--- src/rtl/quadosc_pkg.sv ---
package quadosc_pkg;

  localparam real TWO_PI = 6.283185307179586;

  // arctan(2^-idx) expressed in binary-angle units of a 2^aw full turn
  function automatic int atan_units(int idx, int aw);
    real r;
    r = $atan(2.0 ** (-idx)) / TWO_PI * (2.0 ** aw);
    return $rtoi(r + 0.5);
  endfunction

  // reciprocal of the accumulated micro-rotation gain after n stages
  function automatic real inv_gain(int n);
    real k;
    k = 1.0;
    for (int i = 0; i < n; i++) k = k / $sqrt(1.0 + 2.0 ** (-2 * i));
    return k;
  endfunction

  // initial X: full-scale amplitude with fraction bits, pre-divided by the gain
  function automatic int x_seed(int out_w, int frac, int n);
    return $rtoi(((2.0 ** (out_w - 1)) - 1.0) * (2.0 ** frac) * inv_gain(n) + 0.5);
  endfunction

  // largest residual angle expected after n stages (last constant plus rounding)
  function automatic int residual_bound(int aw, int n);
    return atan_units(n - 1, aw) + n;
  endfunction

endpackage

--- src/rtl/quadosc_accum.sv ---
module quadosc_accum #(
  parameter int PHASE_W = 32
) (
  input  logic               clk,
  input  logic               rst,
  input  logic               en,
  input  logic [PHASE_W-1:0] ftw,
  output logic [PHASE_W-1:0] phase
);

  always_ff @(posedge clk) begin
    if (rst)     phase <= '0;
    else if (en) phase <= phase + ftw;
  end

endmodule

--- src/rtl/quadosc_fold.sv ---
module quadosc_fold #(
  parameter int ANG_W = 18
) (
  input  logic                    clk,
  input  logic                    rst,
  input  logic                    en,
  input  logic [ANG_W-1:0]        ang_in,
  output logic signed [ANG_W-1:0] z_o,
  output logic                    neg_o,
  output logic                    vld_o
);

  logic                    half_turn;
  logic signed [ANG_W-1:0] z_next;

  // quadrant codes 01 and 10 lie beyond +/-90 degrees: flip the MSB (add a half turn)
  always_comb begin
    half_turn = ang_in[ANG_W-1] ^ ang_in[ANG_W-2];
    z_next    = half_turn ? {~ang_in[ANG_W-1], ang_in[ANG_W-2:0]} : ang_in;
  end

  always_ff @(posedge clk) begin
    if (rst) vld_o <= 1'b0;
    else     vld_o <= en;
  end

  always_ff @(posedge clk) begin
    z_o   <= z_next;
    neg_o <= half_turn;
  end

endmodule

--- src/rtl/quadosc_stage.sv ---
module quadosc_stage #(
  parameter int W     = 19,
  parameter int ANG_W = 18,
  parameter int IDX   = 0
) (
  input  logic                    clk,
  input  logic                    rst,
  input  logic signed [W-1:0]     x_i,
  input  logic signed [W-1:0]     y_i,
  input  logic signed [ANG_W-1:0] z_i,
  input  logic                    neg_i,
  input  logic                    vld_i,
  output logic signed [W-1:0]     x_o,
  output logic signed [W-1:0]     y_o,
  output logic signed [ANG_W-1:0] z_o,
  output logic                    neg_o,
  output logic                    vld_o
);

  localparam int                    STEP_INT = quadosc_pkg::atan_units(IDX, ANG_W);
  localparam logic signed [ANG_W-1:0] STEP   = ANG_W'(STEP_INT);

  logic                    turn_ccw;
  logic signed [W-1:0]     x_sh, y_sh, x_nx, y_nx;
  logic signed [ANG_W-1:0] z_nx;

  // residual >= 0: rotate forward and subtract the constant; else the reverse
  always_comb begin
    turn_ccw = !z_i[ANG_W-1];
    x_sh     = x_i >>> IDX;
    y_sh     = y_i >>> IDX;
    x_nx     = turn_ccw ? (x_i - y_sh) : (x_i + y_sh);
    y_nx     = turn_ccw ? (y_i + x_sh) : (y_i - x_sh);
    z_nx     = turn_ccw ? (z_i - STEP) : (z_i + STEP);
  end

  always_ff @(posedge clk) begin
    if (rst) vld_o <= 1'b0;
    else     vld_o <= vld_i;
  end

  always_ff @(posedge clk) begin
    x_o   <= x_nx;
    y_o   <= y_nx;
    z_o   <= z_nx;
    neg_o <= neg_i;
  end

endmodule

--- src/rtl/quadosc_shape.sv ---
module quadosc_shape #(
  parameter int W     = 19,
  parameter int OUT_W = 16,
  parameter int FRAC  = 2
) (
  input  logic signed [W-1:0]     x_i,
  input  logic signed [W-1:0]     y_i,
  input  logic                    neg_i,
  output logic signed [OUT_W-1:0] cos_o,
  output logic signed [OUT_W-1:0] sin_o
);

  localparam logic signed [W-1:0] HALF_LSB = W'(1) <<< (FRAC - 1);
  localparam logic signed [W-1:0] POS_LIM  = W'((64'sd1 <<< (OUT_W - 1)) - 64'sd1);
  localparam logic signed [W-1:0] NEG_LIM  = -POS_LIM;

  // undo the half-turn fold, round away the fraction bits, clamp to +/-A
  function automatic logic signed [OUT_W-1:0] finish(logic signed [W-1:0] v, logic flip);
    logic signed [W-1:0] s, r;
    s = flip ? -v : v;
    r = (s + HALF_LSB) >>> FRAC;
    if (r > POS_LIM)      r = POS_LIM;
    else if (r < NEG_LIM) r = NEG_LIM;
    return OUT_W'(r);
  endfunction

  always_comb begin
    cos_o = finish(x_i, neg_i);
    sin_o = finish(y_i, neg_i);
  end

endmodule

--- src/rtl/quadosc_top.sv ---
module quadosc_top #(
  parameter int PHASE_W = 32,
  parameter int ANG_W   = 18,
  parameter int OUT_W   = 16,
  parameter int FRAC    = 2,
  parameter int STAGES  = 15
) (
  input  logic                    clk,
  input  logic                    rst,
  input  logic                    en,
  input  logic [PHASE_W-1:0]      ftw,
  output logic signed [OUT_W-1:0] cos_o,
  output logic signed [OUT_W-1:0] sin_o,
  output logic                    valid_o
);

  localparam int W      = OUT_W + FRAC + 1;
  localparam int SEED   = quadosc_pkg::x_seed(OUT_W, FRAC, STAGES);

  // named internal events for the checker
  logic [PHASE_W-1:0]      phase_q;
  logic signed [ANG_W-1:0] fold_z;
  logic                    fold_neg, fold_vld;
  logic signed [ANG_W-1:0] exit_z;
  logic                    exit_vld;

  logic signed [W-1:0]     xs   [STAGES+1];
  logic signed [W-1:0]     ys   [STAGES+1];
  logic signed [ANG_W-1:0] zs   [STAGES+1];
  logic                    negs [STAGES+1];
  logic                    vlds [STAGES+1];

  quadosc_accum #(.PHASE_W(PHASE_W)) u_accum (
    .clk(clk), .rst(rst), .en(en), .ftw(ftw), .phase(phase_q)
  );

  quadosc_fold #(.ANG_W(ANG_W)) u_fold (
    .clk(clk), .rst(rst), .en(en),
    .ang_in(phase_q[PHASE_W-1 -: ANG_W]),
    .z_o(fold_z), .neg_o(fold_neg), .vld_o(fold_vld)
  );

  always_comb begin
    xs[0]   = W'(SEED);
    ys[0]   = '0;
    zs[0]   = fold_z;
    negs[0] = fold_neg;
    vlds[0] = fold_vld;
  end

  for (genvar i = 0; i < STAGES; i++) begin : g_rot
    quadosc_stage #(.W(W), .ANG_W(ANG_W), .IDX(i)) u_stage (
      .clk(clk), .rst(rst),
      .x_i(xs[i]), .y_i(ys[i]), .z_i(zs[i]), .neg_i(negs[i]), .vld_i(vlds[i]),
      .x_o(xs[i+1]), .y_o(ys[i+1]), .z_o(zs[i+1]), .neg_o(negs[i+1]), .vld_o(vlds[i+1])
    );
  end

  assign exit_z   = zs[STAGES];
  assign exit_vld = vlds[STAGES];
  assign valid_o  = exit_vld;

  quadosc_shape #(.W(W), .OUT_W(OUT_W), .FRAC(FRAC)) u_shape (
    .x_i(xs[STAGES]), .y_i(ys[STAGES]), .neg_i(negs[STAGES]),
    .cos_o(cos_o), .sin_o(sin_o)
  );

endmodule

--- config.mk ---
export PLATFORM = sky130hd
export DESIGN_NAME = quadosc_top
export DESIGN_NICKNAME = d
export VERILOG_FILES = /design/src/rtl/quadosc_pkg.sv /design/src/rtl/quadosc_accum.sv /design/src/rtl/quadosc_fold.sv /design/src/rtl/quadosc_stage.sv /design/src/rtl/quadosc_shape.sv /design/src/rtl/quadosc_top.sv
export SDC_FILE = /design/constraint.sdc
export NUM_CORES = 2
export LEC_CHECK = 0
export BUFFER_PORTS_ARGS = -buffer_cell sky130_fd_sc_hd__clkbuf_2
export CORE_UTILIZATION = 59
export DETAILED_ROUTE_END_ITERATION = 10
export PLACE_DENSITY = 0.75
export SETUP_SLACK_MARGIN = 0.4
export SLEW_MARGIN = 20
export SYNTH_ARGS = -nofsm -noshare
export SYNTH_HDL_FRONTEND = slang
export SYNTH_HIERARCHICAL = 1
export SYNTH_SLANG_ARGS = --single-unit
export TNS_END_PERCENT = 1
--- constraint.sdc ---
create_clock -name clk -period 4.4 [get_ports clk]
set_clock_uncertainty 0.1 [all_clocks]
set_input_delay 0.44 -clock clk [delete_from_list [all_inputs] [get_ports clk]]
set_output_delay 0.44 -clock clk [all_outputs]
set_load 0.005 [all_outputs]
---- After elaboration in Yosys (flattened, before gate mapping) ----
Cells that the tools add are included.
operators by class
  bitwise operators ....................... 2
  $lt $le $gt $ge ......................... 4
  multiplexer cells ....................... 50
  add/subtract/negate cells ............... 89
operators by type and width
  operator                                       count
  two-way mux 19 bit                             31
  two-way mux 18 bit                             15
  two-way mux 16 bit                             4
  adder 19 x 10 -> 19 bit                        2
  adder 19 x 11 -> 19 bit                        2
  adder 19 x 12 -> 19 bit                        2
  adder 19 x 13 -> 19 bit                        2
  adder 19 x 14 -> 19 bit                        2
  adder 19 x 15 -> 19 bit                        2
  adder 19 x 16 -> 19 bit                        2
  adder 19 x 17 -> 19 bit                        2
  adder 19 x 3 -> 19 bit, second input constant  2
  adder 19 x 5 -> 19 bit                         2
  adder 19 x 6 -> 19 bit                         2
  adder 19 x 7 -> 19 bit                         2
  adder 19 x 8 -> 19 bit                         2
  adder 19 x 9 -> 19 bit                         2
  negator 19 bit                                 2
  subtractor 19 x 10 -> 19 bit                   2
  subtractor 19 x 11 -> 19 bit                   2
  subtractor 19 x 12 -> 19 bit                   2
  subtractor 19 x 13 -> 19 bit                   2
  subtractor 19 x 14 -> 19 bit                   2
  subtractor 19 x 15 -> 19 bit                   2
  other kinds (44)                               53
storage, ports and cells
  bits in registers ....................... 885
  logic and storage cells ................. 222

---- Logic depth before layout (Yosys ltp) ----
  depth after elaboration ................. 6
  depth in mapped cells ................... 16
  gate-level depth less buffers ........... 15

---- Modules after synthesis ----
Netlist, hierarchy kept.
modules (own cells, without submodules)
  module                             seq. area each (µm²)  instances  area an instance (µm²)  cells each
  quadosc_stage (g_rot[5].u_stage)   1,161.1               1          4,481.8                 534
  quadosc_stage (g_rot[3].u_stage)   1,161.1               1          4,393.0                 512
  quadosc_stage (g_rot[9].u_stage)   1,161.1               1          4,390.5                 508
  quadosc_stage (g_rot[4].u_stage)   1,161.1               1          4,377.9                 516
  quadosc_stage (g_rot[1].u_stage)   1,161.1               1          4,349.2                 506
  quadosc_stage (g_rot[7].u_stage)   1,161.1               1          4,309.1                 492
  quadosc_stage (g_rot[13].u_stage)  1,161.1               1          4,304.1                 508
  quadosc_stage (g_rot[8].u_stage)   1,161.1               1          4,287.9                 504
  quadosc_stage (g_rot[10].u_stage)  1,161.1               1          4,264.1                 493
  quadosc_stage (g_rot[6].u_stage)   1,161.1               1          4,241.6                 483
  quadosc_stage (g_rot[0].u_stage)   1,141.1               1          4,240.3                 506
  quadosc_stage (g_rot[14].u_stage)  1,161.1               1          4,234.1                 499
  quadosc_stage (g_rot[2].u_stage)   1,161.1               1          4,166.5                 466
  quadosc_stage (g_rot[11].u_stage)  1,161.1               1          4,149.0                 479
  5 more rows                        -                     -          -                       -

---- Least setup slack after synthesis ----
OpenSTA, ideal clock, no wires.
  path kind ............................... reg-to-output
  from .................................... register g_rot[14].u_stage.y_o[2]
  to ...................................... output sin_o[1]
  stages on the path, launching flop included .. 11
  arrival ................................. 3.775 ns
  path slack .............................. 0.085 ns
  required time ........................... 3.860 ns
  path through ............................ dfxtp_1 > buf_2 > or4_1 > o41ai_1 > xor2_1 > or4_4 > nor4_4 > or4b_1 > xnor2_4 > nor2_2 > o31ai_1
on the way
  longest elaborated chain between the ends .. 6
  elaborated cells between the ends (all ways) .. 7
  those cells by class .................... 2 x add/sub; 2 x order compare; 3 x mux
ends and longest elaborated chain
  what                           RTL line             RTL
  start, declared                quadosc_stage.sv:14  output logic signed [W-1:0] y_o,
  start signal, assigned         quadosc_stage.sv:44  y_o <= y_nx;
  negator 19 bit                 quadosc_shape.sv:20  s = flip ? -v : v;
  two-way mux 19 bit *           quadosc_shape.sv:20
  adder 19 x 3 -> 19 bit *       quadosc_shape.sv:21  r = (s + HALF_LSB) >>> FRAC;
  < comparator 17 x 16 -> 1 bit  quadosc_shape.sv:23  else if (r < NEG_LIM) r = NEG_LIM;
  two-way mux 16 bit             quadosc_shape.sv:23
  two-way mux 16 bit *           quadosc_shape.sv:22  if (r > POS_LIM) r = POS_LIM;
  end, declared                  quadosc_top.sv:13    output logic signed [OUT_W-1:0] sin_o,
Every way passes the cells marked *; elsewhere a longest branch is shown, timed or not.

---- Worst setup path in the final report ----
  from .................................... register g_rot[14].u_stage.x_o[3]
  to ...................................... output cos_o[0]
on the way
  longest elaborated chain between the ends .. 6
  elaborated cells between the ends (all ways) .. 7
  those cells by class .................... 2 x add/sub; 2 x order compare; 3 x mux
ends and longest elaborated chain
  what                           RTL line             RTL
  start, declared                quadosc_stage.sv:13  output logic signed [W-1:0] x_o,
  start signal, assigned         quadosc_stage.sv:43  x_o <= x_nx;
  negator 19 bit                 quadosc_shape.sv:20
  two-way mux 19 bit *           quadosc_shape.sv:20
  adder 19 x 3 -> 19 bit *       quadosc_shape.sv:21
  < comparator 17 x 16 -> 1 bit  quadosc_shape.sv:23
  two-way mux 16 bit             quadosc_shape.sv:23
  two-way mux 16 bit *           quadosc_shape.sv:22
  end, declared                  quadosc_top.sv:12    output logic signed [OUT_W-1:0] cos_o,
Marks and branches as above.

==> run metrics <==
io pins=68; Post-Syn Instances=7,963; flop2flop setup slack=0.71 ns; DR vias=slightly below 60,000; fmax=211.2 MHz; CP delay by family, top=simple AND/OR/NAND/NOR gates; CP max-delay cell=or4_4; largest net degree at the start of global routing=40; CP required=3.86 ns; Iteration-0 DRC Markers=3,783; clk sink count=886; layout cell share with drive strength beyond 1=0.07232; Initial Utilization=0.5950; multi-input logic area=0.04837 mm2; Top cell by count, worst path=or4_4; Tmin final=4.734 ns; Syn. warnings=6; CP arrival=about 4.2 ns; violated checks=setup timing; hold endpoint=u_accum/phase[31]$_SDFFE_PP0P_; CP bufs+invs=1; post-synthesis cell area=0.06794 mm2; DP Wirelength=133,400 um; Final ANT Viol Nets=0; CP Launch Type=register; critical path depth=10; reg-to-reg endpoint=g_rot[5].u_stage/y_o[17]$_DFF_P_; gpl congestion=0.9519; crit path max fanout=12; RSZ-0062 raised after global routing=yes; port bufs=67; Clk Latency, worst-skew pair=0.70 ns; DR pass1 iterations=6; fin crit share=1.076; Final Max Slew Viols=0; number of cells in the finished layout apart from fillers=9,713; Hold Slack=0.07449 ns; TritonCTS Buffers=97; final setup margin=-0.3341 ns; total track usage=0.2791; worst r2r path cells=11; routed len/inst=about 17 um; kind of critical path=register to output pin; Final Routed Wirelength=between 150,000 and 200,000 um; CORE AREA=between 0.1 and 0.15 mm2; register area=0.01775 mm2; global-route wire length before repair=between 200,000 and 300,000 um; max_cap viols=0; WHS Path Cells=4; Reg clk slew, reported paths=0.06 ns; worst slew pin tran=approximately 0.86 ns; GRT overflow=0; CP Cell Sequence=or4_4 > o41ai_1 > xor2_1 > nor2_1 > nand4_1 > xnor2_1 > or4_4 > o311a_1 > o21bai_1 > clkbuf_2; TritonCTS clock tree=yes; die width=341.4 um; Area Overhead vs Synth=8.475%; Critical Path End Type=output pin; final core occ=0.6454; initial antenna violation count=1; fillers=approximately 9,800; origin of the critical flop-to-flop path=g_rot[4].u_stage/x_o[9]$_DFF_P_; CP max stage delay=between 0.6 and 0.7 ns; placed cell count=9,528; Worst slew margin=0.4259; H-tree depth=3; vias in the first global route=54,898; # DRC=0; Root Buffer=clkbuf_16; Fin. Hold Viols=0; total negative slack=-5.697 ns; Die ar.=~0.12 mm2; hold wc startpoint=ftw[31]; worst hold path type=input pin to register; Setup-failing EPs final=31; DR vias/cell=5.961; nets=9,063; Die H=341.4 um; Clock Path Buffers=3; crit path from=g_rot[14].u_stage/x_o[3]$_DFF_P_; Rows=about 120; Syn Area/Cell=roughly 8.5 um2; status=complete, but fails checks
[registers in the layout, summed over array words and instances (netlist names)]
| signal | count |
|---|---|
| g_rot.u_stage/vld_o | 15 |
| u_accum/phase | 32 |
| u_fold/vld_o | 1 |
| g_rot.u_stage/y_o | 284 |
| g_rot.u_stage/z_o | 235 |
| g_rot.u_stage/neg_o | 15 |
| u_fold/z_o | 18 |
| g_rot.u_stage/x_o | 285 |
| u_fold/neg_o | 1 |
[worst max path at each step]
stage                 to  slack [ns]
2_1_floorplan  sin_o[10]        0.34
3_3_place_gp   sin_o[11]        0.11
3_5_place_dp    sin_o[2]      -0.002
4_1_cts         sin_o[0]       -0.49
5_1_grt         sin_o[0]       -0.47
6_report        cos_o[0]       -0.33
[cells in the final DEF (no fill, tap or decap), types with 139 or more instances in the layout]
cell / count
a21o_1: 252
a21oi_1: 815
dfxtp_1: 879
ha_1: 858
inv_1: 395
nand2_1: 431
nand3_1: 139
nor2_1: 643
nor3_1: 178
o21ai_0: 419
xnor2_1: 594
xor2_1: 356
[tightest hold or removal path: cells and delay by family]
kind | cells | cell delay, ns
buffers and inverters | 1 | 0.08
multiplexers | 2 | 0.26
AND/OR/NAND/NOR | 1 | 0.05
[metrics by stage]
step | setup WS, ns | cell area, um2
after floorplan | 0.3363 | 68400
after global placement | 0.1062 | 70150
after detailed placement | -0.002043 | 70150
after CTS | -0.4911 | 73600
after global routing | -0.4650 | 73700
final | -0.3341 | 73700
[layer usage]
| layer | wire length [um] | vias to the layer above | track usage |
|---|---|---|---|
| li1 | - | 29140 | - |
| met1 | 74460 | 26968 | 0.3512 |
| met4 | 5889 | 0 | 0.1063 |
| met3 | 7834 | 314 | 0.03356 |
| met2 | 79880 | 1479 | 0.4853 |
| met5 | 0 | - | 0 |
[cell type report]
cell class / count / share of cell area
clock buffers: 128 / 0.03641
diodes: 1 / 0.00003395
multi-input cells: 6595 / 0.6562
inverters: 407 / 0.02073
flip-flops and latches: 886 / 0.2408
clock inverters: 48 / 0.008251
well taps: 1512 / 0.02567
repair buffers: 136 / 0.01188
[repair_timing]
action | CTS | global route
setup buffers | 2 | 5
hold buffers | 1 | 0
resized for setup | 32 | 15
pin swaps | 13 | 14
endpoints found under the hold margin | 1 | 0
endpoints found under the setup margin | 32 | 32
Power is left out: the tool's default activity adds up to more than one toggle a clock period on the data nets, which glitch-free logic cannot reach.
